<file path="src/rtl/sdh_irq_pkg.sv">
package sdh_irq_pkg;
  localparam int REG_W  = 32;
  localparam int ADDR_W = 3;

  localparam logic [ADDR_W-1:0] IDX_CTRL  = 3'd0;
  localparam logic [ADDR_W-1:0] IDX_COUNT = 3'd1;
  localparam logic [ADDR_W-1:0] IDX_MASK  = 3'd2;
  localparam logic [ADDR_W-1:0] IDX_MSTAT = 3'd3;
  localparam logic [ADDR_W-1:0] IDX_RAW   = 3'd4;
  localparam logic [ADDR_W-1:0] IDX_CARD  = 3'd5;

  localparam int NUM_EV = 5;
  // raw status bit positions, event order: no-resp, cmd, data, autostop, sdio
  localparam int EV_POS [NUM_EV] = '{1, 2, 3, 14, 16};
  localparam int BIT_DATA    = 3;
  localparam int BIT_INSERT  = 30;
  localparam int BIT_REMOVE  = 31;
  localparam int BIT_PRESENT = 8;
  localparam int BIT_IE      = 4;
  localparam int NUM_RST_REQ = 3;

  localparam logic [REG_W-1:0] CTRL_RST = 32'h0000_0300;
  localparam logic [REG_W-1:0] CARD_RST = 32'h0000_0100;

  // write-one-to-clear helper
  function automatic logic [REG_W-1:0] w1c(input logic [REG_W-1:0] cur,
                                           input logic             en,
                                           input logic [REG_W-1:0] ones);
    return en ? (cur & ~ones) : cur;
  endfunction

  // apply card edges to a raw word
  function automatic logic [REG_W-1:0] card_raw(input logic [REG_W-1:0] cur,
                                                input logic ins,
                                                input logic rem);
    logic [REG_W-1:0] r;
    r = cur;
    if (ins) begin
      r[BIT_INSERT] = 1'b1;
      r[BIT_REMOVE] = 1'b0;
    end else if (rem) begin
      r[BIT_REMOVE] = 1'b1;
      r[BIT_INSERT] = 1'b0;
    end
    return r;
  endfunction
endpackage

</file>
<file path="src/rtl/sdh_cfg_regs.sv">
module sdh_cfg_regs
  import sdh_irq_pkg::*;
#(
  parameter int CNT_W        = 32,
  parameter int ACCESS_BYTES = 4
) (
  input  logic             clk,
  input  logic             rst_n,
  input  logic             wr_ctrl,
  input  logic             wr_mask,
  input  logic             wr_count,
  input  logic [REG_W-1:0] wdata,
  input  logic             xfer_access,
  output logic [REG_W-1:0] ctrl_q,
  output logic [REG_W-1:0] mask_q,
  output logic [CNT_W-1:0] cnt_q,
  output logic             cnt_zero_ev
);
  localparam logic [CNT_W-1:0] STEP = CNT_W'(ACCESS_BYTES);

  function automatic logic [CNT_W-1:0] sat_sub(input logic [CNT_W-1:0] a);
    if (a > STEP) return a - STEP;
    return '0;
  endfunction

  logic [CNT_W-1:0] cnt_after;
  logic             do_access;

  assign do_access   = xfer_access && !wr_count;
  assign cnt_after   = sat_sub(cnt_q);
  assign cnt_zero_ev = do_access && (cnt_after == '0);

  always_ff @(posedge clk) begin
    if (!rst_n) begin
      ctrl_q <= CTRL_RST;
      mask_q <= '0;
      cnt_q  <= '0;
    end else begin
      if (wr_ctrl) begin
        ctrl_q <= wdata;
        ctrl_q[NUM_RST_REQ-1:0] <= '0;
      end
      if (wr_mask) mask_q <= wdata;
      if (wr_count)       cnt_q <= wdata[CNT_W-1:0];
      else if (do_access) cnt_q <= cnt_after;
    end
  end
endmodule

</file>
<file path="src/rtl/sdh_status_regs.sv">
module sdh_status_regs
  import sdh_irq_pkg::*;
(
  input  logic              clk,
  input  logic              rst_n,
  input  logic [NUM_EV-1:0] ev_vec,
  input  logic              cnt_zero_ev,
  input  logic              card_detect,
  input  logic              clr_raw,
  input  logic              clr_card,
  input  logic [REG_W-1:0]  wdata,
  output logic [REG_W-1:0]  raw_q,
  output logic [REG_W-1:0]  card_q,
  output logic              card_ins,
  output logic              card_rem
);
  logic             cd_prev;
  logic [REG_W-1:0] ev_bits;
  logic [REG_W-1:0] raw_nxt;
  logic [REG_W-1:0] card_nxt;

  always_comb begin
    ev_bits = '0;
    for (int i = 0; i < NUM_EV; i++)
      if (ev_vec[i]) ev_bits[EV_POS[i]] = 1'b1;
    if (cnt_zero_ev) ev_bits[BIT_DATA] = 1'b1;
  end

  assign card_ins = card_detect && !cd_prev;
  assign card_rem = !card_detect && cd_prev;

  always_comb begin
    raw_nxt  = card_raw(w1c(raw_q, clr_raw, wdata) | ev_bits, card_ins, card_rem);
    card_nxt = w1c(card_q, clr_card, wdata);
    if (card_ins) card_nxt[BIT_PRESENT] = 1'b1;
    if (card_rem) card_nxt[BIT_PRESENT] = 1'b0;
  end

  always_ff @(posedge clk) begin
    if (!rst_n) begin
      raw_q   <= '0;
      card_q  <= CARD_RST;
      cd_prev <= 1'b1;
    end else begin
      raw_q   <= raw_nxt;
      card_q  <= card_nxt;
      cd_prev <= card_detect;
    end
  end
endmodule

</file>
<file path="src/rtl/sdh_irq_out.sv">
module sdh_irq_out
  import sdh_irq_pkg::*;
(
  input  logic             clk,
  input  logic             rst_n,
  input  logic             ie,
  input  logic [REG_W-1:0] raw_q,
  input  logic [REG_W-1:0] mask_q,
  output logic             irq
);
  always_ff @(posedge clk) begin
    if (!rst_n) irq <= 1'b0;
    else        irq <= ie && (|(raw_q & mask_q));
  end
endmodule

</file>
<file path="src/rtl/sdh_irq_ctrl.sv">
module sdh_irq_ctrl
  import sdh_irq_pkg::*;
#(
  parameter int CNT_W        = 32,
  parameter int ACCESS_BYTES = 4
) (
  input  logic              clk,
  input  logic              rst_n,
  input  logic              reg_we,
  input  logic [ADDR_W-1:0] reg_addr,
  input  logic [REG_W-1:0]  reg_wdata,
  output logic [REG_W-1:0]  reg_rdata,
  input  logic              ev_no_resp,
  input  logic              ev_cmd_done,
  input  logic              ev_data_done,
  input  logic              ev_autostop_done,
  input  logic              ev_sdio_done,
  input  logic              card_detect,
  input  logic              xfer_access,
  output logic              irq
);
  logic [REG_W-1:0] ctrl_q, mask_q, raw_q, card_q;
  logic [CNT_W-1:0] cnt_q;
  logic             cnt_zero_ev, card_ins, card_rem;
  logic             wr_ctrl, wr_mask, wr_count, clr_raw, clr_card;
  logic [NUM_EV-1:0] ev_vec;

  assign wr_ctrl  = reg_we && (reg_addr == IDX_CTRL);
  assign wr_mask  = reg_we && (reg_addr == IDX_MASK);
  assign wr_count = reg_we && (reg_addr == IDX_COUNT);
  assign clr_raw  = reg_we && ((reg_addr == IDX_RAW) || (reg_addr == IDX_MSTAT));
  assign clr_card = reg_we && (reg_addr == IDX_CARD);
  assign ev_vec   = {ev_sdio_done, ev_autostop_done, ev_data_done, ev_cmd_done, ev_no_resp};

  sdh_cfg_regs #(.CNT_W(CNT_W), .ACCESS_BYTES(ACCESS_BYTES)) u_cfg (
    .clk(clk), .rst_n(rst_n), .wr_ctrl(wr_ctrl), .wr_mask(wr_mask),
    .wr_count(wr_count), .wdata(reg_wdata), .xfer_access(xfer_access),
    .ctrl_q(ctrl_q), .mask_q(mask_q), .cnt_q(cnt_q), .cnt_zero_ev(cnt_zero_ev)
  );

  sdh_status_regs u_stat (
    .clk(clk), .rst_n(rst_n), .ev_vec(ev_vec), .cnt_zero_ev(cnt_zero_ev),
    .card_detect(card_detect), .clr_raw(clr_raw), .clr_card(clr_card),
    .wdata(reg_wdata), .raw_q(raw_q), .card_q(card_q),
    .card_ins(card_ins), .card_rem(card_rem)
  );

  sdh_irq_out u_out (
    .clk(clk), .rst_n(rst_n), .ie(ctrl_q[BIT_IE]),
    .raw_q(raw_q), .mask_q(mask_q), .irq(irq)
  );

  always_comb begin
    unique case (reg_addr)
      IDX_CTRL:  reg_rdata = ctrl_q;
      IDX_COUNT: reg_rdata = REG_W'(cnt_q);
      IDX_MASK:  reg_rdata = mask_q;
      IDX_MSTAT: reg_rdata = raw_q & mask_q;
      IDX_RAW:   reg_rdata = raw_q;
      IDX_CARD:  reg_rdata = card_q;
      default:   reg_rdata = '0;
    endcase
  end
endmodule

</file>
<file path="config.mk">
export PLATFORM = sky130hd
export DESIGN_NAME = sdh_irq_ctrl
export DESIGN_NICKNAME = d
export VERILOG_FILES = /design/src/rtl/sdh_irq_pkg.sv /design/src/rtl/sdh_cfg_regs.sv /design/src/rtl/sdh_status_regs.sv /design/src/rtl/sdh_irq_out.sv /design/src/rtl/sdh_irq_ctrl.sv
export SDC_FILE = /design/constraint.sdc
export NUM_CORES = 1
export LEC_CHECK = 0
export BUFFER_PORTS_ARGS = -buffer_cell sky130_fd_sc_hd__buf_2
export CORE_MARGIN = 4
export CORE_UTILIZATION = 50
export CTS_CLUSTER_SIZE = 16
export DETAILED_ROUTE_END_ITERATION = 8
export PLACE_DENSITY = 0.66
export RECOVER_POWER = 50
export REMOVE_ABC_BUFFERS = 1
export SLEW_MARGIN = 20
export SYNTH_ARGS = -nofsm -noshare
export SYNTH_HDL_FRONTEND = slang
export SYNTH_SLANG_ARGS = --single-unit
</file>
<file path="constraint.sdc">
create_clock -name clk -period 6.9 [get_ports clk]
set_input_delay 1.38 -clock clk [delete_from_list [all_inputs] [get_ports clk]]
set_output_delay 1.38 -clock clk [all_outputs]
set_load 0.05 [all_outputs]
</file>
## Word-level counts from Yosys, hierarchy flattened

Index checks and enable logic that the tools add are counted.

| cells by class | value |
|---|---|
| equal/unequal tests | 5 |
| order comparisons | 1 |
| reductions and logical operators | 20 |
| muxes and demuxes | 18 |
| bitwise gates (word level) | 6 |
| add/sub/neg operators | 1 |

Operators by type and width:

| operator | count |
|---|---|
| $pmux W32 S6 | 1 |
| $mux W32 | 5 |
| $and A32 B32 Y32 | 3 |
| $gt A32 B3 Y1 const B | 1 |
| $logic_not A32 Y1 | 1 |
| $not A32 Y32 | 1 |
| $or A32 B17 Y32 | 1 |
| $reduce_or A32 Y1 | 1 |
| $sub A32 B3 Y32 const B | 1 |
| $logic_and A1 B1 Y1 | 10 |
| $mux W1 | 10 |
| $mux W9 | 1 |
| $eq A3 B2 Y1 const B | 2 |
| $eq A3 B3 Y1 const B | 2 |
| $eq A3 B1 Y1 const B | 1 |
| $logic_not A1 Y1 | 3 |
| $logic_not A3 Y1 | 1 |
| $reduce_bool A3 Y1 | 1 |
| $mux W2 | 1 |
| $reduce_bool A2 Y1 | 1 |
| $reduce_or A2 Y1 | 1 |
| $logic_or A1 B1 Y1 | 1 |
| $not A1 Y1 | 1 |

| storage, ports and cells | value |
|---|---|
| input bits | 45 |
| output and inout bits | 33 |
| logic and storage cells | 60 |
| bits in registers | 159 |

## Logic depth before layout (Yosys ltp)

| depth | value |
|---|---|
| depth in word-level cells | 9 |
| mapped depth | 11 |
| gate-level depth less buffers | 8 |

## By module

Synthesis repeated with hierarchy kept, for this count alone.

| unflattened totals | value |
|---|---|
| cell total of the unflattened synthesis | 1004 |
| area, all modules | 8420.6 um2 |

By module, submodules not included:

| module | cells each | seq. area each (um2) | area each (um2) | instances |
|---|---|---|---|---|
| sdh_cfg_regs | 528 | 1861.8 | 4538.1 | 1 |
| sdh_status_regs | 222 | 1301.2 | 2063.2 | 1 |
| sdh_irq_ctrl | 233 | 0.0 | 1615.3 | 1 |
| sdh_irq_out | 21 | 20.0 | 203.9 | 1 |

## Least setup slack after synthesis

Ideal clock, no wire load.

| path | value |
|---|---|
| path kind | input port to output port |
| start | in reg_addr[0] |
| end | out reg_rdata[17] |
| stages | 7 |
| arrival time | 3.682 ns |
| data required time | 5.520 ns |
| buffers on the path | 3 |
| path slack | 1.838 ns |
| path through | clkbuf_1 clkbuf_1 clkbuf_1 mux2i_1 nor2_1 a21oi_1 o21ai_0 |

| between the ends | value |
|---|---|
| word-level cells in the longest chain between the ends | 2 |
| elaborated cells on any way between the ends | 7 |
| classes of those cells | 5 x eq/ne; 1 x mux; 1 x reduce/logical |

RTL lines:

| item | line | source |
|---|---|---|
| start: declaration | sdh_irq_ctrl.sv:10 | `input logic [ADDR_W-1:0] reg_addr,` |
| $eq A3 B3 Y1, or another cell as far along | sdh_irq_ctrl.sv:54 | `unique case (reg_addr)` |
| $pmux W32 S6 * | sdh_irq_ctrl.sv:54 |  |
| end: declaration | sdh_irq_ctrl.sv:12 | `output logic [REG_W-1:0] reg_rdata,` |

Mark *: on every way between the ends. The rest lies on a longest branch, timed or not.

==> metrics.csv <==
metric;value;unit
status;finished with violations;
violations;capacitance limit, slew limit;
wl;26.5;mm
crit_required;7220;ps
htreeDepth;4;
grt_max_degree;70;
stdcell_area;0.00918;mm2
gr-total-overflow;0;
hold_class;register to register;
io_buffers;77;
async_reset_ff_share;0;%
synth_area_leaders;dfxtp_1, a21oi_1, nand2_1, o21ai_0, clkbuf_1;
synth_edf_count;0;
placed_cell_area;0.00867;mm2
slew_headroom;-111;%
ctsHoldBuffers;0;
cp-start-kind;input pin;
initial_core_util;51.5;%
syn_area_per_cell;7.66;um2
fill_cells;1596;
nets;1141;
finClkSkew;12.8;ps
die_h;136;um
whs;430;ps
leakage;3.32;nW
power_density;276;mW/mm2
detail-route-antenna-nets;0;
cp.arrival;5600;ps
grt_usage;29.2;%
die_w;136;um
clk_latency;440;ps
finalHoldViolCount;0;
setup-tns-final;0;ps
yosysTopAreaCellShare;38.7;%
num_rows;46;
yosysUniqueCellTypes;73;
synth_warnings;0;
syn_area;0.00824;mm2
drc;0;
seq_area_frac_synth;38.7;%
clk_pin_slew;60;ps
clock_tree.root_cell;clkbuf_16;
worst_ir_drop_vdd;0.188;mV
fmax;189;MHz
total_power;2.53;mW
worst_slew_pin_slew;3170;ps
maxSlewViolCount;120;
vias;8165;
worstSetupPathType;input pin to register;
vias_per_cell;6.17;
drt_pass1_iterations;6;
numCtsBuffers;17;
drive_above_1_share;14.5;%
pin_count;78;
ys_seq_elements;159;
routedWlPerCell;20.0;um
drtIter0Drc;842;
period_share;76.6;%
area_growth;11.4;%
syn_inst;1075;
finalWeightedCongestion;0.978;
synth_largest_area_cell;dfxtp_1;
clock_sinks;159;
crit_fanout;69;
synthFlopType;dfxtp_1;
diodes;0;
post_cts_buffers;0;
grt_pass1_vias;7657;
dpl.hpwl;17.3;mm
setup_violations;0;
endpoint_kind;register;
max_cap_violations;2;
cts_tree;built;
fp.coreArea;0.0160;mm2
dieArea;0.0186;mm2
min_period;5280;ps
grt_setup_unrepaired;no;
grt_pass1_wl;42.7;mm
grt_antenna_before_repair;0;
cts_repair_resize_count;0;
ctsLongestPathBuffers;2;
## where the power goes
| part | internal [mW] | switching [mW] | total, mW | leakage (nW) |
|---|---|---|---|---|
| Combinational | 0.216 | 0.408 | 0.624 | 1.77 |
| Sequential | 0.959 | 0.0862 | 1.05 | 1.29 |
| Clock | 0.462 | 0.401 | 0.863 | 0.256 |
| Total | 1.64 | 0.895 | 2.53 | 3.32 |
## logic make-up (layout without fill, tap and decap cells)
logic type	Yosys count	in the layout	synth area share (%)
simple gates	407	407	23.7
compound gates	364	364	27.6
flops	159	159	38.7
buf+inv	108	140	5.26
mux	33	33	4.31
fa+ha+maj	2	2	0.304
xor+xnor	2	2	0.213
## registers in the layout (all words and copies together), names as in the netlist
name and cells:
u_cfg.cnt_q 32, u_cfg.ctrl_q 29, u_cfg.mask_q 32, u_out.irq 1
u_stat.card_q 32, u_stat.cd_prev 1, u_stat.raw_q 32
## final timing paths
| kind | cells after the start | slack (ps) | to | startpoint |
|---|---|---|---|---|
| hold / removal | 2 | 430 | u_stat.card_q[10]$_SDFFE_PN0P_ | u_stat.card_q[10]$_SDFFE_PN0P_ |
| setup / recovery | 6 | 1620 | u_stat.raw_q[3]$_SDFF_PN0_ | rst_n |
| setup reg to reg | 8 | 3650 | u_stat.raw_q[3]$_SDFF_PN0_ | u_cfg.cnt_q[2]$_SDFFE_PN0P_ |
| hold reg to reg | 2 | 430 | u_stat.card_q[10]$_SDFFE_PN0P_ | u_stat.card_q[10]$_SDFFE_PN0P_ |
## synthesized netlist by cell type, types with 13 or more instances
master,instances
clkbuf_1,75
o21ai_0,60
inv_1,13
nand2b_1,36
a21oi_1,158
a32oi_1,32
mux2i_1,13
dfxtp_1,159
nor3_1,17
nor4_1,17
nand2_1,203
a22oi_1,29
nor2_1,64
mux2_2,20
o22ai_1,22
## placed cells by master (no fill, tap or decap), types with 7 or more instances in the layout
| cell type | instances |
|---|---|
| clkbuf_1 | 8 |
| nand3_1 | 10 |
| o22ai_1 | 22 |
| buf_4 | 12 |
| mux2i_1 | 13 |
| dfxtp_1 | 159 |
| nand2b_1 | 36 |
| nor3_1 | 16 |
| nor2_1 | 63 |
| nor4_1 | 17 |
| o21ai_0 | 60 |
| clkbuf_16 | 17 |
| a21oi_1 | 158 |
| buf_2 | 74 |
| or3_1 | 7 |
| nand2_1 | 203 |
| a22oi_1 | 29 |
| a32oi_1 | 32 |
| nand4_1 | 7 |
| a221oi_1 | 9 |
| mux2_2 | 20 |
| inv_1 | 13 |
## critical path: stages
cell	delay (ps)
clkbuf_1	340
buf_4	510
inv_1	590
clkbuf_1	2300
a21oi_1	100
a31o_1	340
## metal layers
metal | part of all wire, % | vias up | wire length [um] | track usage (%)
met3 | 6.9 | 22 | 1830 | 4.59
met2 | 46 | 306 | 12100 | 45.7
li1 | - | 3949 | - | -
met4 | 1.1 | 0 | 278 | 6.89
met5 | 0 | - | 0 | 0
met1 | 46 | 3888 | 12200 | 42.2
## stage by stage
step / setup WS, ps / std cells / util [%]
floorplan: 2330 / 981 / -
global placement: 1960 / 1291 / 54.1
detailed placement: 2260 / 1291 / 54.2
CTS: 2260 / 1323 / 57.5
global route: 1180 / 1323 / 57.3
finish: 1620 / 1323 / 57.3
## cell type report
class                   instances  area [um2]  share of cell area, %
clock inverters                15         111                   1.21
inverters                      14        52.6                  0.573
multi-input cells             808        4640                   50.6
flip-flops and latches        159        3180                   34.7
repair buffers                 94         490                   5.35
well taps                     216         270                   2.95
clock buffers                  17         425                   4.64
Note: power is estimated with default switching activity, not from simulation.
